<file path="config.mk">
export PLATFORM = sky130hd
export DESIGN_NAME = trk_adc_ctrl
export DESIGN_NICKNAME = d
export VERILOG_FILES = /design/src/rtl/trk_pkg.sv /design/src/rtl/trk_sync.sv /design/src/rtl/trk_dir.sv /design/src/rtl/trk_counter.sv /design/src/rtl/trk_adc_ctrl.sv
export SDC_FILE = /design/constraint.sdc
export NUM_CORES = 1
export LEC_CHECK = 0
export BUFFER_PORTS_ARGS = -buffer_cell sky130_fd_sc_hd__buf_2
export CORE_MARGIN = 1
export CORE_UTILIZATION = 35
export CTS_CLUSTER_DIAMETER = 60
export DETAILED_ROUTE_END_ITERATION = 10
export GPL_ROUTABILITY_DRIVEN = 0
export HOLD_SLACK_MARGIN = 0.15
export SYNTH_ARGS = -nofsm -noshare
export SYNTH_HDL_FRONTEND = slang
export SYNTH_HIERARCHICAL = 1
export SYNTH_SLANG_ARGS = --single-unit
</file>
<file path="constraint.sdc">
create_clock -name clk -period 2.63 [get_ports clk]
set_input_delay 0.526 -clock clk [delete_from_list [all_inputs] [get_ports clk]]
set_output_delay 0.526 -clock clk [all_outputs]
set_load 0.05 [all_outputs]
</file>
<file path="src/rtl/trk_pkg.sv">
package trk_pkg;
  typedef enum logic [1:0] {
    LOCK_NONE   = 2'b00,
    LOCK_UP     = 2'b01,
    LOCK_DOWN   = 2'b10,
    LOCK_NONE_B = 2'b11
  } lock_e;

  typedef struct packed {
    logic up;
    logic dn;
  } step_req_t;
endpackage

</file>
<file path="src/rtl/trk_sync.sv">
module trk_sync #(
  parameter int STAGES = 2
) (
  input  logic clk,
  input  logic rst_n,
  input  logic d,
  output logic q
);
  logic [STAGES-1:0] chain;

  generate
    for (genvar i = 0; i < STAGES; i++) begin : g_stage
      if (i == 0) begin : g_first
        always_ff @(posedge clk or negedge rst_n) begin
          if (!rst_n) chain[0] <= 1'b0;
          else        chain[0] <= d;
        end
      end else begin : g_next
        always_ff @(posedge clk or negedge rst_n) begin
          if (!rst_n) chain[i] <= 1'b0;
          else        chain[i] <= chain[i-1];
        end
      end
    end
  endgenerate

  assign q = chain[STAGES-1];
endmodule

</file>
<file path="src/rtl/trk_dir.sv">
module trk_dir
  import trk_pkg::*;
(
  input  logic      above,
  input  logic [1:0] lock,
  output step_req_t req
);
  lock_e lock_m;

  always_comb begin
    lock_m = lock_e'(lock);
    req.up = above;
    req.dn = ~above;
    case (lock_m)
      LOCK_UP:   req.dn = 1'b0;
      LOCK_DOWN: req.up = 1'b0;
      default:   ;
    endcase
  end
endmodule

</file>
<file path="src/rtl/trk_counter.sv">
module trk_counter
  import trk_pkg::*;
#(
  parameter int CODE_W = 8
) (
  input  logic              clk,
  input  logic              rst_n,
  input  logic              clear,
  input  logic              step_en,
  input  step_req_t         req,
  output logic [CODE_W-1:0] code,
  output logic              hi_alarm,
  output logic              lo_alarm
);
  localparam logic [CODE_W-1:0] CODE_MAX = '1;
  localparam logic [CODE_W-1:0] CODE_MIN = '0;

  logic at_top, at_bot;
  assign at_top = (code == CODE_MAX);
  assign at_bot = (code == CODE_MIN);

  always_ff @(posedge clk or negedge rst_n) begin
    if (!rst_n) begin
      code     <= CODE_MIN;
      hi_alarm <= 1'b0;
      lo_alarm <= 1'b0;
    end else if (clear) begin
      code     <= CODE_MIN;
      hi_alarm <= 1'b0;
      lo_alarm <= 1'b0;
    end else if (step_en) begin
      hi_alarm <= 1'b0;
      lo_alarm <= 1'b0;
      if (req.up) begin
        if (at_top) hi_alarm <= 1'b1;
        else        code <= code + 1'b1;
      end else if (req.dn) begin
        if (at_bot) lo_alarm <= 1'b1;
        else        code <= code - 1'b1;
      end
    end
  end
endmodule

</file>
<file path="src/rtl/trk_adc_ctrl.sv">
module trk_adc_ctrl
  import trk_pkg::*;
#(
  parameter int CODE_W      = 8,
  parameter int SYNC_STAGES = 2
) (
  input  logic              clk,
  input  logic              rst_n,
  input  logic              clear,
  input  logic              step_en,
  input  logic              in_above_dac,
  input  logic [1:0]        dir_lock,
  output logic [CODE_W-1:0] dac_code,
  output logic              hi_alarm,
  output logic              lo_alarm
);
  logic      above_s;
  step_req_t req;

  trk_sync #(.STAGES(SYNC_STAGES)) u_sync (
    .clk   (clk),
    .rst_n (rst_n),
    .d     (in_above_dac),
    .q     (above_s)
  );

  trk_dir u_dir (
    .above (above_s),
    .lock  (dir_lock),
    .req   (req)
  );

  trk_counter #(.CODE_W(CODE_W)) u_cnt (
    .clk      (clk),
    .rst_n    (rst_n),
    .clear    (clear),
    .step_en  (step_en),
    .req      (req),
    .code     (dac_code),
    .hi_alarm (hi_alarm),
    .lo_alarm (lo_alarm)
  );
endmodule

</file>
==> flow_summary.json, run 1 <==
{
  "critPathMaxFanout": 6,
  "area_growth_pct": 26.7,
  "cap_violations": 0,
  "drive_gt1_share_pct": 28.8,
  "ys.flop_type": "dfrtp_1",
  "drc": 0,
  "grt_pass1_wl_um": 3610,
  "start_kind": "input pin",
  "clockBufferDepth": 2,
  "power.density_nw_per_um2": 1000,
  "synth_nets": 109,
  "setup_tns_ns": 0,
  "syn_area_per_cell_um2": 9.17,
  "wire_per_inst_um": 13.2,
  "synth_area_um2": 871,
  "end_kind": "flip-flop",
  "grt_overflow_total": 0,
  "fill_cells": 215,
  "run_status": "finished, final reports clean",
  "num_antenna_cells": 0,
  "final_max_slew_viol_count": 0,
  "skew_ns": 0.00713,
  "synth_cell_types": 36,
  "dieHeight_um": 51.9,
  "firstDrtPassIters": 4,
  "hold_violations": 0,
  "maxSlewHeadroom_pct": 71.5,
  "slowest_delay_ns": 0.44,
  "ys_ff_latch": 12,
  "numPortBuffers": 16,
  "die_area_um2": 2690,
  "clock_latency_ns": 0.28,
  "dp_hpwl_um": 1580,
  "fin_util_pct": 48.5,
  "finalNetCount": 140,
  "async_flop_share_pct": 100,
  "vdd.ir_drop.worst_mv": 0.574,
  "seqPwrFrac_pct": 26.9,
  "grt_max_degree": 16,
  "grt_busiest_layer": "met2",
  "crit_required_ns": 2.79,
  "cts_buffers": 3,
  "p_int_w": 0.000578,
  "use_met1_pct": 24.1,
  "swShare_pct": 47.6,
  "initial_core_util_pct": 38.3,
  "netlist_instances": 95,
  "fin_crit_sh_pct": 89.3,
  "antenna_found_initial": 0,
  "worst_path_most_repeated_cell": "inv_1",
  "cts_sinks": 12,
  "fin_crit_ns": 2.35,
  "hold_class": "in2reg",
  "comb_power_share_pct": 59.7,
  "tritoncts": "built",
  "worst_slew_pin_slew_ns": 0.416,
  "cts_root_buf": "clkbuf_4",
  "ys_warn_count": 6,
  "layout_common_cells": "buf_2, dfrtp_1, nand2_1, buf_4",
  "grt.total_usage_pct": 18.5,
  "totalWireLength_um": 2020,
  "final_common_cell": "buf_2",
  "p_leak_nw": 0.522,
  "ctsHtreeMaxLevel": 1,
  "worst_path_max_delay_cell": "a2111oi_0",
  "ios": 17,
  "core-area_um2": 2280,
  "rows": 17,
  "setup_viol": 0,
  "path_cells": "buf_2, inv_1, o21a_1, inv_1, ha_1, a21o_1, a2111oi_0, mux2_4, nor2_1, a221o_1",
  "synth_edf_count": 0,
  "post_cts_buffers": 0,
  "drtIter0Drc": 15,
  "die_x_um": 51.9,
  "grt_pass1_vias": 817,
  "viasPerCell": 5.35,
  "synth_top_area_share_pct": 34.5,
  "rsz0062_at_grt": "no",
  "met3_usage_pct": 1.75,
  "switching_power_w": 0.000525,
  "via_count": 818,
  "crit_arrival_ns": 2.51,
  "critPathKind": "in2reg",
  "synth.largest_area_cell": "dfrtp_1",
  "clkPwrFrac_pct": 13.3,
  "grt_util_met2_pct": 29.5,
  "clk_pin_slew_worst_paths_ns": 0.07,
  "ys_seq_area_share_pct": 34.5,
  "antenna_left": 0,
  "fmax_mhz": 426,
  "synth.area.top_cells": "dfrtp_1, ha_1, nand2_1"
}
[logic make-up after synthesis]
logic type,share of synthesized area [%]
AND/OR/NAND/NOR,18.5
adder cells (fa/ha/maj),10.9
flip-flops,34.5
multiplexers,3.02
buffers and inverters,3.88
XOR/XNOR,1.01
AO/OA/AOI/OAI,28.2
[through the flow]
step | instance area, um^2 | total power (W) | instances | hold slack, ns | worst slack (ns)
floorplan | 871 | 0.000760 | 95 | 0.230 | 0.0622
global placement | 1060 | 0.000953 | 148 | 0.336 | 0.0534
detailed placement | 1060 | 0.000959 | 148 | 0.350 | 0.00679
CTS | 1100 | 0.00111 | 153 | 0.347 | 0.293
global route | 1100 | 0.00120 | 153 | 0.344 | 0.107
finish | 1100 | 0.00110 | 153 | 0.357 | 0.280
[what timing repair did]
item | 4_1_cts | 5_1_grt
hold buffers | 1 | 0
gates resized for setup | 0 | 0
hold endpoints to repair | 12 | 0
[flip-flops by register name, indices dropped and copies added, names as in the netlist]
name / flops
u_sync/q: 1
u_sync/chain: 1
u_cnt/hi_alarm: 1
u_cnt/lo_alarm: 1
u_cnt/code: 8
[worst max-delay path: cells and delay by family]
family / cells / cell delay (ns)
muxes: 1 / 0.24
AOI/OAI and AO/OA: 4 / 1.12
adders and majority gates: 1 / 0.30
buffers and inverters: 3 / 0.29
and+or+nand+nor: 1 / 0.04
[layer usage]
metal	up-vias	share of wire, %	wire [um]
met4	0	1.7	35
met1	380	50	1020
met3	4	2.5	50
met5	-	0	0
li1	420	-	-
met2	14	45	920
[cell usage after synthesis (2+ instances only)]
library cell  count
a21oi_1           4
inv_1             6
dfrtp_1          12
o21ai_0           4
nand3_1           2
nor3b_1           2
nand2_1          11
a211oi_1          2
nor2_1            6
nor4_1            2
o41ai_1           3
o21a_1            4
ha_1              6
nor2b_1           3
o31ai_1           3
nor3_1            4
o211ai_1          2
[power groups by stage]
| stage | logic [W] | registers (W) | clock network, W |
|---|---|---|---|
| after CTS | 0.000660 | 0.000299 | 0.000154 |
| after floorplan | 0.000322 | 0.000438 | 0 |
| after global placement | 0.000650 | 0.000303 | 0 |
| final | 0.000659 | 0.000297 | 0.000147 |
| after detailed placement | 0.000657 | 0.000302 | 0 |
| after global routing | 0.000726 | 0.000308 | 0.000166 |
[worst paths after layout]
check                                 from              end  slack, ns  cells after the start
hold / removal                in_above_dac  u_sync/chain[0]       0.36                      1
setup reg to reg                  u_sync/q    u_cnt/code[7]       0.35                      8
max in group asynchronous            rst_n    u_cnt/code[6]       1.76                      2
min in group asynchronous            rst_n    u_cnt/code[0]       0.65                      2
hold reg to reg            u_sync/chain[0]         u_sync/q       0.36                      0
setup / recovery               dir_lock[1]    u_cnt/code[7]       0.28                     10
[cell type report]
type / instances / area (um^2) / share of cell area [%]
multi-input cells: 75 / 537 / 48.6
flip-flops and latches: 12 / 300 / 27.2
repair buffers: 28 / 173 / 15.6
clock buffers: 4 / 36.3 / 3.29
well taps: 28 / 35.0 / 3.17
inverters: 6 / 22.5 / 2.04
No activity file was read; power rests on OpenSTA's default activity.
==> run 2: changes to the inputs <==
--- a/config.mk
+++ b/config.mk
@@ -14,5 +14,4 @@
 export HOLD_SLACK_MARGIN = 0.15
 export SYNTH_ARGS = -nofsm -noshare
 export SYNTH_HDL_FRONTEND = slang
-export SYNTH_HIERARCHICAL = 1
 export SYNTH_SLANG_ARGS = --single-unit
==> run 2 against run 1 <==
Count of clock-buffer cells in the layout down 1; maximum frequency up 7.0%; critical path depth unchanged; die area is 2.2% higher; core utilization down 4.0 points; global-route usage decreased by 0.83 points; critical endpoint is now u_cnt.code[6].
==> flow_summary.json, run 2 <==
{
  "design_area_um2": 1020,
  "seqPwrFrac_pct": 27.5,
  "ios": 17,
  "antenna_found_initial": 0,
  "async_flop_share_pct": 100,
  "wire_per_inst_um": 14.3,
  "firstDrtPassIters": 4,
  "largest_register": "u_cnt.code",
  "clk_pin_slew_worst_paths_ns": 0.09,
  "ys.flop_type": "dfrtp_1",
  "final_max_slew_viol_count": 0,
  "finalNetCount": 130,
  "synth_edf_count": 0,
  "syn_area_per_cell_um2": 9.18,
  "rsz0062_at_grt": "no",
  "fin_crit_ns": 2.20,
  "swShare_pct": 51.4,
  "numPortBuffers": 16,
  "area_growth_pct": 14.7,
  "ctsHtreeMaxLevel": 1,
  "die_x_um": 52.5,
  "dieHeight_um": 52.5,
  "end_kind": "flip-flop",
  "place_area_um2": 990,
  "cts_buffers": 3,
  "post_cts_buffers": 0,
  "dp_hpwl_um": 1530,
  "initial_core_util_pct": 38.8,
  "clockBufferDepth": 2,
  "viasPerCell": 5.66,
  "grt_max_degree": 19,
  "num_antenna_cells": 0,
  "cts_sinks": 12,
  "p_leak_nw": 0.464,
  "dp_slack_ns": 0.155,
  "synth_top_area_share_pct": 33.7,
  "drive_gt1_share_pct": 21.9,
  "crit_required_ns": 2.80,
  "ys_ff_latch": 12,
  "hold_class": "reg2reg",
  "worst_slew_pin_slew_ns": 0.784,
  "power.density_nw_per_um2": 1110,
  "synth_nets": 111,
  "clock_latency_ns": 0.28,
  "comb_power_share_pct": 62.3,
  "cts_root_buf": "clkbuf_4",
  "largest_reg_flops": 8,
  "critPathKind": "in2reg",
  "ys_top_cells_by_count": "dfrtp_1, nor2_1, ha_1",
  "antenna_left": 0,
  "synth.area.top_cells": "dfrtp_1, ha_1, mux2_4",
  "maxSlewHeadroom_pct": 47.7,
  "run_status": "finished, final reports clean",
  "synth.most_common_cell": "dfrtp_1",
  "grt_pass1_vias": 704,
  "start_kind": "input pin",
  "setup_ws_ns": 0.435,
  "drc": 0,
  "fin_crit_sh_pct": 83.5,
  "grt.total_usage_pct": 17.7,
  "tritoncts": "built",
  "setup_tns_ns": 0,
  "ys_seq_area_share_pct": 33.7,
  "core-area_um2": 2300,
  "vdd.ir_drop.worst_mv": 0.537,
  "critPathMaxFanout": 7,
  "final_common_cell": "buf_2",
  "synth_area_um2": 891,
  "ys_warn_count": 0,
  "grt_overflow_total": 0,
  "synth_cell_types": 33,
  "fmax_mhz": 456,
  "skew_ns": 0.0178,
  "netlist_instances": 97,
  "layout_common_cells": "buf_2, dfrtp_1, nor2_1, ha_1",
  "totalWireLength_um": 2040,
  "via_count": 804,
  "rows": 17,
  "switching_power_w": 0.000584,
  "crit_arrival_ns": 2.37,
  "fin_util_pct": 44.5,
  "synth.largest_area_cell": "dfrtp_1",
  "clkPwrFrac_pct": 10.1,
  "hold_violations": 0,
  "setup_viol": 0,
  "p_int_w": 0.000553,
  "grt_pass1_wl_um": 3410,
  "total_power_w": 0.00114,
  "drtIter0Drc": 24,
  "die_area_um2": 2750,
  "cap_violations": 0
}
## run 2: stage by stage
stage | std cells | hold WS (ns)
finish | 142 | 0.352
global route | 142 | 0.340
CTS | 142 | 0.357
detailed placement | 138 | 0.341
global placement | 138 | 0.335
floorplan | 97 | 0.230
## run 2: layout make-up
cell class	count	area (um^2)
fillers	220	1270
repair buffers	18	97.6
inverters	6	22.5
multi-input cells	75	544
well taps	28	35.0
flip-flops and latches	12	300
clock buffers	3	22.5
## run 2: path summary, 6_finish.rpt
| path | startpoint | to | slack [ns] | cells past startpoint |
|---|---|---|---|---|
| setup / recovery | dir_lock[0] | u_cnt.code[6] | 0.43 | 10 |
| hold / removal | u_sync.chain[0] | u_sync.q | 0.35 | 0 |
| setup reg to reg | u_sync.q | u_cnt.code[6] | 0.53 | 8 |
| hold reg to reg | u_sync.chain[0] | u_sync.q | 0.35 | 0 |
| max in group asynchronous | rst_n | u_sync.chain[0] | 1.73 | 2 |
| min in group asynchronous | rst_n | u_cnt.code[7] | 0.65 | 2 |
## run 2: kinds of logic (layout without fill, tap and decap cells)
group	after synthesis	in the layout	synth area share [%]
xor+xnor	4	4	3.93
buf+inv	10	27	5.20
simple gates	36	36	22.1
fa+ha+maj	7	7	10.7
mux	3	3	5.06
compound gates	25	25	19.4
flops	12	12	33.7
## run 2: power by group through the flow
stage | registers [W] | logic (W) | clock network (W)
after global routing | 0.000323 | 0.000778 | 0.000134
after floorplan | 0.000473 | 0.000395 | 0
after detailed placement | 0.000317 | 0.000704 | 0
after CTS | 0.000314 | 0.000710 | 0.000117
final | 0.000313 | 0.000709 | 0.000115
after global placement | 0.000315 | 0.000703 | 0
## run 2: critical path, cell delays in order
cell	delay, ns
buf_2	0.10
nand2b_1	0.15
nand2_1	0.23
inv_2	0.11
fa_1	0.42
nor2b_1	0.14
o21a_1	0.17
o21a_1	0.15
o211ai_1	0.10
mux2_4	0.27
## run 2: what timing repair did
action | 4_1_cts | 5_1_grt
hold buffers | 1 | 0
gates resized for setup | 0 | 0
endpoints found under the hold margin | 12 | 0
## run 2: layer usage
layer	share of wire (%)	up-vias	global-route usage (%)	routed length, um
li1	-	399	-	-
met1	46	380	22.4	934
met2	48	23	28.1	978
met3	5.1	2	4.35	104
met4	0.93	0	7.89	19
met5	0	-	0	0
==> run 3: changes to the inputs <==
==> constraint.sdc (replaced) <==
create_clock -name clk -period 2.19 [get_ports clk]
set_input_delay 0.438 -clock clk [delete_from_list [all_inputs] [get_ports clk]]
set_output_delay 0.438 -clock clk [all_outputs]
set_load 0.05 [all_outputs]
==> run 3 against run 2 <==
Die area did not move; critical path depth stayed put; cell count grew 5.6%; largest cell class unchanged; largest power group unchanged.
==> flow_summary.json, run 3 (synthesis results as in run 2) <==
{
  "drive_gt1_share_pct": 27.9,
  "drtIter0Drc": 12,
  "viasPerCell": 5.54,
  "rows": 17,
  "critPathKind": "in2reg",
  "setup_ws_ns": 0.218,
  "wl_met2_um": 957,
  "totalWireLength_um": 2020,
  "grt_pass1_wl_um": 3480,
  "largest_reg_flops": 8,
  "ios": 17,
  "die_area_um2": 2750,
  "setup_viol": 0,
  "run_status": "finished, final reports clean",
  "top_layer": "met4",
  "dp_hpwl_um": 1560,
  "end_kind": "flip-flop",
  "maxSlewHeadroom_pct": 75.1,
  "r2r_start": "u_sync.q",
  "grt_max_degree": 19,
  "die_x_um": 52.5,
  "fin_crit_sh_pct": 90.1,
  "tritoncts": "built",
  "regToRegEndpoint": "u_cnt.code[6]",
  "hold_class": "in2reg",
  "cts_root_buf": "clkbuf_4",
  "crit_arrival_ns": 2.14,
  "area_growth_pct": 22.9,
  "initial_core_util_pct": 38.8,
  "fmax_mhz": 507,
  "start_kind": "input pin",
  "finalNetCount": 137,
  "cts_sinks": 12,
  "instances_no_fill": 150,
  "clockBufferDepth": 2,
  "p_leak_nw": 0.508,
  "antenna_found_initial": 0,
  "numPortBuffers": 16,
  "layout_common_cells": "buf_2, dfrtp_1, nor2_1, buf_4, ha_1",
  "num_antenna_cells": 0,
  "dieHeight_um": 52.5,
  "core-area_um2": 2300,
  "rsz0062_at_grt": "no",
  "clk_pin_slew_worst_paths_ns": 0.08,
  "hold_start": "in_above_dac",
  "placed_cells": 145,
  "grt.total_usage_pct": 17.4,
  "critPathMaxFanout": 4,
  "power.density_nw_per_um2": 1340,
  "final_common_cell": "buf_2",
  "skew_ns": 0.00132,
  "cts_buffers": 3,
  "endpoint": "u_cnt.code[6]",
  "via_count": 831,
  "wirelength_met1_um": 957,
  "drc": 0,
  "largest_register": "u_cnt.code",
  "dp_slack_ns": -0.0701,
  "reg2reg_slack_ns": 0.23,
  "antenna_left": 0,
  "fin_crit_ns": 1.97,
  "wire_per_inst_um": 13.5,
  "worst_slew_pin_slew_ns": 0.374,
  "firstDrtPassIters": 4,
  "cap_violations": 0,
  "grt_pass1_vias": 819,
  "final_max_slew_viol_count": 0,
  "vdd.ir_drop.worst_mv": 0.476,
  "r2r_cells": 8,
  "post_cts_buffers": 0,
  "clock_latency_ns": 0.28,
  "ctsHtreeMaxLevel": 1,
  "crit_required_ns": 2.36,
  "wl_met3_um": 50,
  "grt_overflow_total": 0,
  "crit_start": "dir_lock[0]",
  "hold_violations": 0
}
==> run 3: cell types whose count changed in the layout (fill, tap and decap cells not counted) <==
| cell | before | now |
|---|---|---|
| buf_4 | 1 | 8 |
| clkbuf_8 | 0 | 1 |
| o2111ai_1 | 2 | 1 |
| o2111ai_2 | 0 | 1 |
==> run 3: where the power goes <==
group | total (W) | internal [W] | switching (W)
logic | 0.000910 | 0.000363 | 0.000547
registers | 0.000375 | 0.000285 | 0.0000906
clock network | 0.000180 | 0.000101 | 0.0000784
total | 0.00147 | 0.000749 | 0.000716
==> run 3: routing by layer <==
metal / vias to the layer above / GRT usage [%]
met5: - / 0
met4: 0 / 11.4
met3: 5 / 2.61
met2: 16 / 28.3
met1: 394 / 21.0
li1: 416 / -
==> run 3: worst min-delay path by stage <==
stage,endpoint,slack (ns),cells past startpoint
2_1_floorplan,u_cnt.code[0],0.14,0
3_3_place_gp,u_cnt.hi_alarm,0.33,1
3_5_place_dp,u_cnt.hi_alarm,0.34,1
4_1_cts,u_sync.chain[0],0.25,1
5_1_grt,u_sync.chain[0],0.24,1
6_report,u_sync.chain[0],0.26,1
==> run 3: critical path: stages <==
cell and delay (ns):
buf_2 0.10, nand2b_1 0.16, nand2_1 0.17, inv_2 0.06, fa_1 0.38, nor2b_1 0.14
o21a_1 0.17, o21a_1 0.14, o211ai_1 0.10, mux2_4 0.27
==> run 3: metrics by stage <==
| step | setup TNS [ns] | instance area, um^2 | hold WS [ns] | utilization, % | power (W) |
|---|---|---|---|---|---|
| after floorplan | 0 | 891 | 0.142 | - | 0.00104 |
| after global placement | -0.0209 | 1040 | 0.333 | 45.4 | 0.00127 |
| after detailed placement | -0.101 | 1040 | 0.335 | 45.4 | 0.00127 |
| after CTS | 0 | 1090 | 0.248 | 47.4 | 0.00147 |
| after global routing | 0 | 1090 | 0.238 | 47.7 | 0.00159 |
| final | 0 | 1090 | 0.259 | 47.7 | 0.00147 |
==> run 3: area by class of cell <==
cell class                      instances  area, um^2
Sequential cell                        12         300
Timing Repair Buffer                   25         150
Multi-Input combinational cell         75         551
Tap cell                               28        35.0
Inverter                                6        22.5
Fill cell                             224        1200
Clock buffer                            4        36.3
==> run 3: repair_timing <==
item / CTS / global route
hold buffers: 1 / 0
resized for setup: 0 / 1
hold endpoints to repair: 12 / 0
setup endpoints to repair: 0 / 1
